## src/rtl/cell_bal_pkg.sv

```systemverilog
package cell_bal_pkg;
  localparam int NCELL = 2;
  typedef logic [NCELL-1:0] cell_vec_t;
  localparam cell_vec_t NO_BLEED = '0;
endpackage

```

## src/rtl/cell_bal_diff.sv

```systemverilog
module cell_bal_diff #(
  parameter int VW = 13
) (
  input  logic [VW-1:0] v1,
  input  logic [VW-1:0] v2,
  output logic [VW-1:0] mag,
  output logic [1:0]    higher
);
  always_comb begin
    higher[0] = (v1 > v2);
    higher[1] = (v2 > v1);
    if (v1 >= v2) mag = v1 - v2;
    else          mag = v2 - v1;
  end
endmodule

```

## src/rtl/cell_bal_arm.sv

```systemverilog
module cell_bal_arm #(
  parameter int VW     = 13,
  parameter int ARM_MV = 4135
) (
  input  logic [VW-1:0] v1,
  input  logic [VW-1:0] v2,
  output logic          armed
);
  localparam logic [VW-1:0] FLOOR = VW'(ARM_MV);
  logic [1:0] above;
  logic [VW-1:0] vin [2];
  assign vin[0] = v1;
  assign vin[1] = v2;

  for (genvar g = 0; g < 2; g++) begin : g_cmp
    assign above[g] = (vin[g] > FLOOR);
  end

  assign armed = |above;
endmodule

```

## src/rtl/cell_bal_state.sv

```systemverilog
module cell_bal_state
  import cell_bal_pkg::*;
#(
  parameter int VW        = 13,
  parameter int MARGIN_MV = 20
) (
  input  logic          clk,
  input  logic          rst,
  input  logic          sample_valid,
  input  logic          bal_en,
  input  logic          armed,
  input  logic [VW-1:0] mag,
  input  logic [1:0]    higher,
  output cell_vec_t     bleed
);
  localparam logic [VW-1:0] ON_LVL  = VW'(MARGIN_MV);
  localparam logic [VW-1:0] OFF_LVL = VW'(MARGIN_MV / 2);

  cell_vec_t nxt;
  logic      keep;

  always_comb begin
    keep = ((bleed & higher) != NO_BLEED) && (mag >= OFF_LVL);
    nxt  = NO_BLEED;
    if (armed) begin
      if (mag >= ON_LVL)  nxt = higher;
      else if (keep)      nxt = bleed;
    end
  end

  always_ff @(posedge clk) begin
    if (rst)               bleed <= NO_BLEED;
    else if (!bal_en)      bleed <= NO_BLEED;
    else if (sample_valid) bleed <= nxt;
  end

  AST_NEVER_BOTH: assert property (@(posedge clk) disable iff (rst)
    !(bleed[0] && bleed[1]));
  AST_EN_OFF: assert property (@(posedge clk) disable iff (rst)
    !bal_en |=> (bleed == NO_BLEED));
  AST_HOLD_NO_STROBE: assert property (@(posedge clk) disable iff (rst)
    (bal_en && !sample_valid) |=> $stable(bleed));
  AST_DISARM_OFF: assert property (@(posedge clk) disable iff (rst)
    (sample_valid && !armed) |=> (bleed == NO_BLEED));
  AST_BIG_GAP: assert property (@(posedge clk) disable iff (rst)
    (sample_valid && bal_en && armed && mag >= ON_LVL) |=> (bleed == $past(higher)));
  AST_SMALL_GAP_OFF: assert property (@(posedge clk) disable iff (rst)
    (sample_valid && armed && mag < OFF_LVL) |=> (bleed == NO_BLEED));
endmodule

```

## src/rtl/cell_bal_ctrl.sv

```systemverilog
module cell_bal_ctrl
  import cell_bal_pkg::*;
#(
  parameter int VW        = 13,
  parameter int ARM_MV    = 4135,
  parameter int MARGIN_MV = 20
) (
  input  logic          clk,
  input  logic          rst,
  input  logic          sample_valid,
  input  logic          bal_en,
  input  logic [VW-1:0] cell1_mv,
  input  logic [VW-1:0] cell2_mv,
  output logic [1:0]    bypass
);
  logic [VW-1:0] mag;
  logic [1:0]    higher;
  logic          armed;
  cell_vec_t     bleed;

  cell_bal_diff #(.VW(VW)) u_diff (
    .v1(cell1_mv), .v2(cell2_mv), .mag(mag), .higher(higher)
  );

  cell_bal_arm #(.VW(VW), .ARM_MV(ARM_MV)) u_arm (
    .v1(cell1_mv), .v2(cell2_mv), .armed(armed)
  );

  cell_bal_state #(.VW(VW), .MARGIN_MV(MARGIN_MV)) u_state (
    .clk(clk), .rst(rst), .sample_valid(sample_valid), .bal_en(bal_en),
    .armed(armed), .mag(mag), .higher(higher), .bleed(bleed)
  );

  assign bypass = bleed;

  AST_NOT_LOWER_CELL: assert property (@(posedge clk) disable iff (rst)
    (sample_valid && bal_en) |=> !(bypass[0] && ($past(cell1_mv) < $past(cell2_mv))));
endmodule

```

## config.mk

```make
export PLATFORM = sky130hd
export DESIGN_NAME = cell_bal_ctrl
export DESIGN_NICKNAME = d
export VERILOG_FILES = /design/src/rtl/cell_bal_pkg.sv /design/src/rtl/cell_bal_diff.sv /design/src/rtl/cell_bal_arm.sv /design/src/rtl/cell_bal_state.sv /design/src/rtl/cell_bal_ctrl.sv
export SDC_FILE = /design/constraint.sdc
export NUM_CORES = 1
export LEC_CHECK = 0
export ABC_AREA = 1
export ABC_CLOCK_PERIOD_IN_PS = 2200
export BUFFER_PORTS_ARGS = -buffer_cell sky130_fd_sc_hd__buf_4
export CAP_MARGIN = 0
export CORE_MARGIN = 3
export CORE_UTILIZATION = 30
export CTS_CLUSTER_SIZE = 24
export DETAILED_ROUTE_END_ITERATION = 10
export HOLD_SLACK_MARGIN = 0.05
export PLACE_DENSITY_LB_ADDON = 0.08
export SETUP_SLACK_MARGIN = 0.05
export SYNTH_ARGS = -nofsm -noshare
export SYNTH_HDL_FRONTEND = slang
export SYNTH_SLANG_ARGS = --single-unit
export TNS_END_PERCENT = 5
```

## constraint.sdc

```tcl
create_clock -name clk -period 2.2 [get_ports clk]
set_input_delay 0.11 -clock clk [delete_from_list [all_inputs] [get_ports clk]]
set_output_delay 0.11 -clock clk [all_outputs]
set_load 0.01 [all_outputs]
```

==> impl_metrics.py, run 1 <==
metrics = {
    "status": {
        "status": "completed",
    },
    "synthesis": {
        "synth_top_area_share_pct": 23.4,
        "yosysSeqAreaShare_pct": 1.93,
        "synth_edf_count": 0,
        "synthCells": 377,
        "synthAdderAreaFrac_pct": 17.6,
        "synthSimpleGateAreaFrac_pct": 52.6,
        "syn_nets": 435,
        "synth_cell_types": 32,
        "synth-async-reset-ratio_pct": 0,
        "synth_area_leaders": "nand2_1 23%, ha_1 16%, inv_1 14%",
        "yosys-top-cells-count": "129 x nand2_1, 79 x inv_1, 28 x nand3_1",
        "ys_dominant_reg_cell": "dfxtp_1",
        "synth_top_area_cell": "nand2_1",
        "syn_area_per_cell_um2": 5.50,
        "yosysMostFrequentCell": "nand2_1",
        "synth-xor-area-share_pct": 4.22,
        "synth_top_family_by_area": "simple AND/OR/NAND/NOR gates",
        "synth_compound_area_share_pct": 6.34,
        "syn_area_mm2": 0.00207,
        "yosysWarnings": 0,
        "ys_ff_latch": 2,
        "muxShareOfSynthArea_pct": 0,
    },
    "floorplanning": {
        "start_util_pct": 31.7,
        "die_area_mm2": 0.00794,
        "die-width_um": 89.1,
        "coreArea_mm2": 0.00653,
        "rows": 29,
        "ios": 32,
        "die_y_um": 89.1,
    },
    "detailed_routing": {
        "drtAntennaViolNets": 0,
        "wirelength_mm": 6.31,
        "via_per_inst": 4.55,
        "drtIter0Drc": 103,
        "wl_per_cell_um": 12.3,
        "drt-pass1-iter-count": 6,
        "dr_total_vias": 2328,
        "drc": 0,
    },
    "sta": {
        "maxSlewViolCount": 0,
        "rsz0062_at_grt": "no",
        "skew_ps": 1.84,
        "max_slew_margin_pct": 68.5,
        "hold_viol_final": 0,
        "fin_hold_ws_ps": 146,
        "setup_tns_ps": 0,
        "setup_viol": 0,
        "min_period_ps": 1980,
        "setup_ws_ps": 216,
        "tightest_slew_ps": 468,
        "finalCritPeriodShare_pct": 90.2,
        "fmax_mhz": 504,
    },
    "grt": {
        "grt_remaining_overflow": 0,
        "grt_pass1_vias": 2188,
        "grt_max_degree": 10,
        "grt_pass1_wl_mm": 10.0,
        "antenna_found_initial": 0,
        "grt_usage_pct": 16.0,
    },
    "power_and_ir_drop": {
        "power_density_mw_per_mm2": 321,
        "power.leakage_nw": 1.67,
        "finalPower_uw": 885,
        "ir_drop_uv": 150,
    },
    "clock_network": {
        "insertion_delay_ps": 210,
        "ctsHtreeMaxLevel": 1,
        "cts_tree": "done",
        "clock_path_buffers": 2,
        "root_buffer": "clkbuf_8",
        "clkTransAtPathRegs_ps": 30,
        "numCtsBuffers": 3,
        "clock-sinks": 2,
    },
    "finish": {
        "area_delta_synth_final_pct": 33.0,
        "fin_nets": 495,
        "utilization_pct": 42.2,
        "reg_top3": "u_state.bleed x2",
        "finalNonFillerCells": 512,
        "final_area_mm2": 0.00276,
        "largest_register_ffs": 2,
        "final_layout_size_suffix_gt1_share_pct": 27.1,
        "top_register": "u_state.bleed",
        "n_antenna_cell": 0,
    },
    "placed_design": {
        "dp_cells": 504,
        "place.detailed.hpwl_mm": 5.47,
        "placed_area_mm2": 0.00254,
        "place_congestion": 0.880,
        "dp_slack_ps": -104,
        "port_buffers": 31,
    },
    "hold_path": {
        "hold_class": "primary input to register",
    },
    "job": {
        "cap_violations": 0,
    },
    "critical_path": {
        "worstPathArrival_ps": 2080,
        "startpoint_type": "primary input",
        "worstPathRequired_ps": 2300,
        "critPathKind": "primary input to register",
        "path_max_fanout": 5,
        "cp-end-kind": "register",
    },
}
## what timing repair did
item	CTS	global route
resized for setup	0	24
hold buffers	0	0
setup endpoints to repair	0	2
buffers inserted	0	4
## layout by cell type, fill, tap and decap left out, types with 2 or more instances in the layout
cell type and n:
a21oi_1 12, buf_4 58, clkbuf_8 3, dfxtp_1 2, ha_1 17, ha_4 8, inv_1 76, inv_2 10
nand2_1 125, nand2_2 15, nand2_4 6, nand3_1 26, nand3_2 4, nand3_4 3, nand3b_1 2, nand4_1 16
nor2_1 22, nor2_4 2, o21ai_0 4, xnor2_1 3, xor2_1 7
## worst paths after layout
path / startpoint / end / slack [ps] / depth (start not counted)
setup / recovery: cell1_mv[10] / u_state.bleed[0] / 220 / 19
hold / removal: rst / u_state.bleed[1] / 150 / 4
setup reg to reg: u_state.bleed[0] / u_state.bleed[0] / 1100 / 7
hold reg to reg: u_state.bleed[0] / u_state.bleed[0] / 540 / 4
## final cells by class
class	instances	area, um2
Clock buffer	3	41.3
Tap cell	77	96.3
Sequential cell	2	40.0
Timing Repair Buffer	58	435
Multi-Input combinational cell	285	1820
Fill cell	736	3770
Inverter	87	327
## power breakdown
part	internal (mW)	total [mW]	switching [mW]
combinational	0.295	0.702	0.407
sequential	0.0383	0.0392	0.000952
clock	0.116	0.144	0.0281
total	0.449	0.885	0.436
## critical path, cell delays in order
cell and delay (ps):
buf_4 110, inv_1 130, ha_4 250, nand2_1 70
nand2_1 90, nand2_1 80, nand2_2 60, a21oi_4 230
nand3_4 150, inv_2 80, nand2_1 60, nand2_2 80
clkinv_1 70, nand2_2 90, nand3_4 90, o21bai_4 170
nand2_1 70, nand2_1 60, nor2_1 30
## cell families (layout without fill, tap and decap cells)
group	count (synthesis)	in the layout
fa+ha+maj	28	28
xor+xnor	10	10
compound gates	20	20
simple gates	226	227
buf+inv	91	148
flops	2	2
## layer usage
metal	track usage [%]	vias to the layer above	wire length, um
li1	-	1267	-
met1	22.8	1011	3150
met2	26.5	44	2860
met3	1.01	6	219
met4	2.98	0	85
met5	0	-	0
(Power assumes the default switching activity.)
==> run 2, diff against run 1 <==
--- a/config.mk
+++ b/config.mk
@@ -15,8 +15,10 @@
 export DETAILED_ROUTE_END_ITERATION = 10
 export HOLD_SLACK_MARGIN = 0.05
 export PLACE_DENSITY_LB_ADDON = 0.08
+export REMOVE_ABC_BUFFERS = 1
 export SETUP_SLACK_MARGIN = 0.05
 export SYNTH_ARGS = -nofsm -noshare
 export SYNTH_HDL_FRONTEND = slang
+export SYNTH_HIERARCHICAL = 1
 export SYNTH_SLANG_ARGS = --single-unit
 export TNS_END_PERCENT = 5
==> run 2 against run 1 <==
Effect of this change: sequential cell count unchanged; sequential power is 2% higher; utilization up 8.3 points; setup slack got worse by 59 ps; die area up 2.5%; largest power group unchanged.
==> impl_metrics.py, run 2 <==
metrics = {
    "status": {
        "status": "completed",
    },
    "grt": {
        "grt_usage_pct": 15.2,
        "antenna_found_initial": 0,
        "grt_max_degree": 8,
        "grt_pass1_vias": 2418,
        "grt_pass1_wl_mm": 10.5,
        "grt_remaining_overflow": 0,
    },
    "clock_network": {
        "cts_tree": "done",
        "root_buffer": "clkbuf_8",
        "clock-sinks": 2,
        "insertion_delay_ps": 210,
        "clkTransAtPathRegs_ps": 30,
        "ctsHtreeMaxLevel": 1,
        "clock_path_buffers": 2,
        "numCtsBuffers": 3,
    },
    "synthesis": {
        "synthCells": 401,
        "yosysWarnings": 6,
        "syn_area_per_cell_um2": 5.31,
        "syn_area_mm2": 0.00213,
    },
    "critical_path": {
        "path_max_fanout": 7,
        "startpoint_type": "primary input",
        "cp-end-kind": "register",
        "critPathKind": "primary input to register",
        "worstPathArrival_ps": 2140,
        "worstPathRequired_ps": 2300,
    },
    "sta": {
        "setup_tns_ps": 0,
        "setup_viol": 0,
        "setup_ws_ps": 156,
        "skew_ps": 0.599,
        "rsz0062_at_grt": "no",
        "tightest_slew_ps": 292,
        "maxSlewViolCount": 0,
        "min_period_ps": 2040,
        "fmax_mhz": 489,
        "max_slew_margin_pct": 80.5,
        "hold_viol_final": 0,
        "fin_hold_ws_ps": 171,
        "finalCritPeriodShare_pct": 92.9,
    },
    "power_and_ir_drop": {
        "ir_drop_uv": 119,
        "power.leakage_nw": 1.92,
        "power_density_mw_per_mm2": 325,
    },
    "finish": {
        "mostFrequentLayoutCell": "nand2_1",
        "n_antenna_cell": 0,
        "final_area_mm2": 0.00345,
        "reg_top3": "u_state/bleed x2",
        "final_layout_size_suffix_gt1_share_pct": 46.0,
        "area_delta_synth_final_pct": 62.2,
        "num-fill-cells": 728,
        "utilization_pct": 50.5,
        "final_cell_mix": "122 x nand2_1, 90 x buf_4, 63 x inv_1, 32 x nand2_2, 27 x inv_2",
        "largest_register_ffs": 2,
        "multi_input_area_mm2": 0.00214,
        "fin_nets": 553,
        "seqCellArea_um2": 40.0,
        "top_register": "u_state/bleed",
    },
    "floorplanning": {
        "die_area_mm2": 0.00814,
        "ios": 32,
        "coreArea_mm2": 0.00683,
        "rows": 30,
        "die-width_um": 90.2,
        "start_util_pct": 31.2,
        "die_y_um": 90.2,
    },
    "detailed_routing": {
        "dr_total_vias": 2581,
        "drtAntennaViolNets": 0,
        "drc": 0,
        "drt-pass1-iter-count": 4,
        "wirelength_mm": 6.53,
        "via_per_inst": 4.38,
        "drtIter0Drc": 62,
        "wl_per_cell_um": 11.1,
    },
    "job": {
        "cap_violations": 0,
    },
    "placed_design": {
        "dp_slack_ps": -202,
        "port_buffers": 31,
        "place_congestion": 0.853,
        "placed_area_mm2": 0.00288,
        "place.detailed.hpwl_mm": 5.55,
    },
    "hold_path": {
        "hold_class": "primary input to register",
    },
}
## run 2: per-stage QoR
step                      power (mW)  instances
final                           1.12        589
after CTS                      0.963        586
after global placement         0.809        581
after detailed placement       0.808        581
after global routing            1.24        589
after floorplan                0.508        393
## run 2: path summary, 6_finish.rpt
check	start	endpoint	slack, ps	depth (start not counted)
setup / recovery	cell1_mv[8]	u_state/bleed[0]	160	18
hold / removal	rst	u_state/bleed[1]	170	4
setup reg to reg	u_state/bleed[1]	u_state/bleed[0]	1150	7
hold reg to reg	u_state/bleed[1]	u_state/bleed[1]	520	2
## run 2: metal layers
metal	part of all wire [%]	global-route usage [%]	vias to the layer above	wire (um)
met2	50	28.1	42	3240
met5	0	0	-	0
met4	0.21	1.53	0	14
met1	47	19.9	1151	3100
li1	-	-	1386	-
met3	2.7	1.09	2	175
## run 2: cell type report
class	instances	area share, %
inverters	94	10.5
repair buffers	96	21.5
well taps	96	3.48
multi-input cells	298	62.1
clock buffers	3	1.20
flip-flops and latches	2	1.16
## run 2: power by group
part / total, mW / internal [mW] / switching (mW)
Clock: 0.140 / 0.115 / 0.0247
Sequential: 0.0400 / 0.0383 / 0.00165
Combinational: 0.944 / 0.428 / 0.516
Total: 1.12 / 0.581 / 0.542
## run 2: timing repair
action | CTS | global route
setup buffers | 1 | 3
endpoints found under the setup margin | 2 | 2
gates resized for setup | 3 | 130
hold buffers | 0 | 0
pin swaps | 1 | 39
gates cloned | 1 | 0
## run 2: critical path, stage by stage
cell and delay (ps):
buf_4 120, buf_4 130, ha_2 170, inv_1 60, nand2_2 70, inv_2 50, nand2_2 60, a21oi_4 250
nand3_4 180, buf_6 170, o21ai_4 180, o21ai_1 90, nand2_1 120, nand4_4 130, nand2_2 100, nand2_1 50
nand2_1 50, nor2_1 30
==> run 3, diff against run 2 <==
--- a/config.mk
+++ b/config.mk
@@ -6,13 +6,13 @@
 export NUM_CORES = 1
 export LEC_CHECK = 0
 export ABC_AREA = 1
-export ABC_CLOCK_PERIOD_IN_PS = 2200
 export BUFFER_PORTS_ARGS = -buffer_cell sky130_fd_sc_hd__buf_4
 export CAP_MARGIN = 0
 export CORE_MARGIN = 3
 export CORE_UTILIZATION = 30
 export CTS_CLUSTER_SIZE = 24
 export DETAILED_ROUTE_END_ITERATION = 10
+export GPL_ROUTABILITY_DRIVEN = 0
 export HOLD_SLACK_MARGIN = 0.05
 export PLACE_DENSITY_LB_ADDON = 0.08
 export REMOVE_ABC_BUFFERS = 1
==> constraint.sdc (replaced) <==
create_clock -name clk -period 1.65 [get_ports clk]
set_input_delay 0.0825 -clock clk [delete_from_list [all_inputs] [get_ports clk]]
set_output_delay 0.0825 -clock clk [all_outputs]
set_load 0.01 [all_outputs]
==> run 3 against run 2 <==
Effect of this change: the run now ends with setup timing left; combinational power increased by 35%; design area is 2.5% higher; final cell count rose by 2.4%; utilization grew 1.2 points; first-iteration DRC count is 61% higher; sequential share of layout area about the same; largest cell class unchanged.
==> impl_metrics.py, run 3 (synthesized netlist as in run 2, its figures left out) <==
metrics = {
    "finish": {
        "largest_register_ffs": 2,
        "final_cell_mix": "126 x nand2_1, 98 x buf_4, 67 x inv_1, 29 x nand2_2, 24 x inv_2",
        "utilization_pct": 51.8,
        "mostFrequentLayoutCell": "nand2_1",
        "num-fill-cells": 734,
        "area_delta_synth_final_pct": 66.2,
        "finalNonFillerCells": 603,
        "reg_top3": "u_state/bleed x2",
        "top_register": "u_state/bleed",
        "n_antenna_cell": 0,
        "fin_nets": 567,
        "final_layout_size_suffix_gt1_share_pct": 45.6,
    },
    "critical_path": {
        "cpPeakStageDelay_ps": 380,
        "crit_path_cell_trace": "buf_6 > inv_1 > ha_4 > fa_2 > inv_2 > buf_4 > nand3_2 > nand4_1 > nand2_1 > nand2_1 > nand2_1 > nor2_2 > nand2_1 > nor2_4 > nand4_4 > nand2_2 > nand2_1 > nand2_1 > nor2_1",
        "critPathKind": "primary input to register",
        "worstPathArrival_ps": 2060,
        "startpoint_type": "primary input",
        "worstPathRequired_ps": 1750,
        "crit_path_top_delay_cell": "fa_2",
        "crit_path_frequent_cell": "nand2_1",
        "r2r_setup_slack_ps": 640,
        "critPathTopFamily": "simple AND/OR/NAND/NOR gates",
        "reg2regPathDepth": 7,
        "r2r-start": "u_state/bleed[1]",
        "critPathLaunch": "cell1_mv[0]",
        "cp-end-kind": "register",
        "path_max_fanout": 3,
        "r2r-end": "u_state/bleed[0]",
        "cp.buffers_inverters": 4,
    },
    "detailed_routing": {
        "drt-pass1-iter-count": 4,
        "wirelength_mm": 6.54,
        "drtAntennaViolNets": 0,
        "via_per_inst": 4.33,
        "wl_per_cell_um": 10.8,
        "drtIter0Drc": 100,
        "drc": 0,
        "dr_total_vias": 2609,
    },
    "hold_path": {
        "hold_class": "primary input to register",
        "holdPathStages": 4,
        "holdCritStartpoint": "rst",
        "min_delay_worst_endpoint": "u_state/bleed[0]",
    },
    "grt": {
        "met2_usage_pct": 28.5,
        "antenna_found_initial": 0,
        "grt_max_degree": 8,
        "grt.busiest_layer": "met2",
        "grt_usage_pct": 16.1,
        "grtUsageMet1_pct": 22.1,
        "grt_remaining_overflow": 0,
        "grt_pass1_vias": 2467,
        "grt_use_met3_pct": 1.00,
        "grt_pass1_wl_mm": 11.0,
    },
    "clock_network": {
        "clock_path_buffers": 2,
        "clkTransAtPathRegs_ps": 30,
        "cts_tree": "done",
        "clock-sinks": 2,
        "insertion_delay_ps": 210,
        "root_buffer": "clkbuf_8",
        "ctsHtreeMaxLevel": 1,
        "numCtsBuffers": 3,
        "cts-hold-fix-buffers": 0,
    },
    "power_and_ir_drop": {
        "power.leakage_nw": 2.00,
        "finalPower_mw": 1.51,
        "power_density_mw_per_mm2": 427,
        "ir_drop_uv": 126,
    },
    "floorplanning": {
        "coreArea_mm2": 0.00683,
        "die_area_mm2": 0.00814,
        "rows": 30,
        "ios": 32,
        "die-width_um": 90.2,
        "start_util_pct": 31.2,
        "die_y_um": 90.2,
    },
    "sta": {
        "maxSlewViolCount": 0,
        "setup_viol": 2,
        "finalCritPeriodShare_pct": 119,
        "rsz0062_at_grt": "yes",
        "setup_tns_ps": -569,
        "tightest_slew_ps": 333,
        "min_period_ps": 1960,
        "hold_viol_final": 0,
        "max_slew_margin_pct": 77.7,
        "setup_ws_ps": -306,
        "skew_ps": 1.36,
        "fmax_mhz": 511,
    },
    "status": {
        "violations": "setup timing",
        "status": "complete, but fails checks",
    },
    "job": {
        "cap_violations": 0,
    },
    "placed_design": {
        "port_buffers": 31,
        "place.detailed.hpwl_mm": 5.58,
        "dp_cells": 592,
    },
}
[run 3: cell type report]
| class | count | area [um2] | share of cell area, % |
|---|---|---|---|
| Timing Repair Buffer | 110 | 875 | 24.7 |
| Inverter | 94 | 358 | 10.1 |
| Sequential cell | 2 | 40.0 | 1.13 |
| Multi-Input combinational cell | 298 | 2100 | 59.5 |
| Tap cell | 96 | 120 | 3.40 |
| Clock buffer | 3 | 41.3 | 1.17 |
[run 3: where the power goes]
group          internal [mW]  leakage [nW]  total [mW]  switching, mW
registers             0.0511        0.0163      0.0532        0.00211
logic                  0.589          1.96        1.27          0.678
clock network          0.154        0.0216       0.191         0.0369
total                  0.794          2.00        1.51          0.717
[run 3: how the worst max path moves through the flow]
stage,to,cells after the start
6_report,u_state/bleed[0],19
4_1_cts,u_state/bleed[0],19
2_1_floorplan,u_state/bleed[0],19
5_1_grt,u_state/bleed[0],22
3_5_place_dp,u_state/bleed[0],20
3_3_place_gp,u_state/bleed[0],20
[run 3: per-layer routing]
| layer | wire length, um | share of wire [%] |
|---|---|---|
| met5 | 0 | 0 |
| met2 | 3180 | 49 |
| met4 | 0 | 0 |
| met3 | 186 | 2.8 |
| met1 | 3170 | 48 |
[run 3: tightest hold or removal path, cell delays in order]
cell and delay [ps]:
buf_4 70, nor2_1 50, nand2_1 60, nor2_1 30
[run 3: what timing repair did]
action / in CTS / in global routing
resized for setup: 106 / 20
buffers inserted: 6 / 1
endpoints found under the hold margin: 0 / 0
gates cloned: 1 / 0
pin swaps: 45 / 12
endpoints found under the setup margin: 2 / 2
[run 3: per-stage QoR]
step	instance area [um2]	worst slack, ps	hold WS, ps
finish	3540	-306	136
floorplan	2070	-432	242
CTS	3480	-299	126
global route	3540	-449	143
global placement	2960	-701	348
detailed placement	2960	-757	349
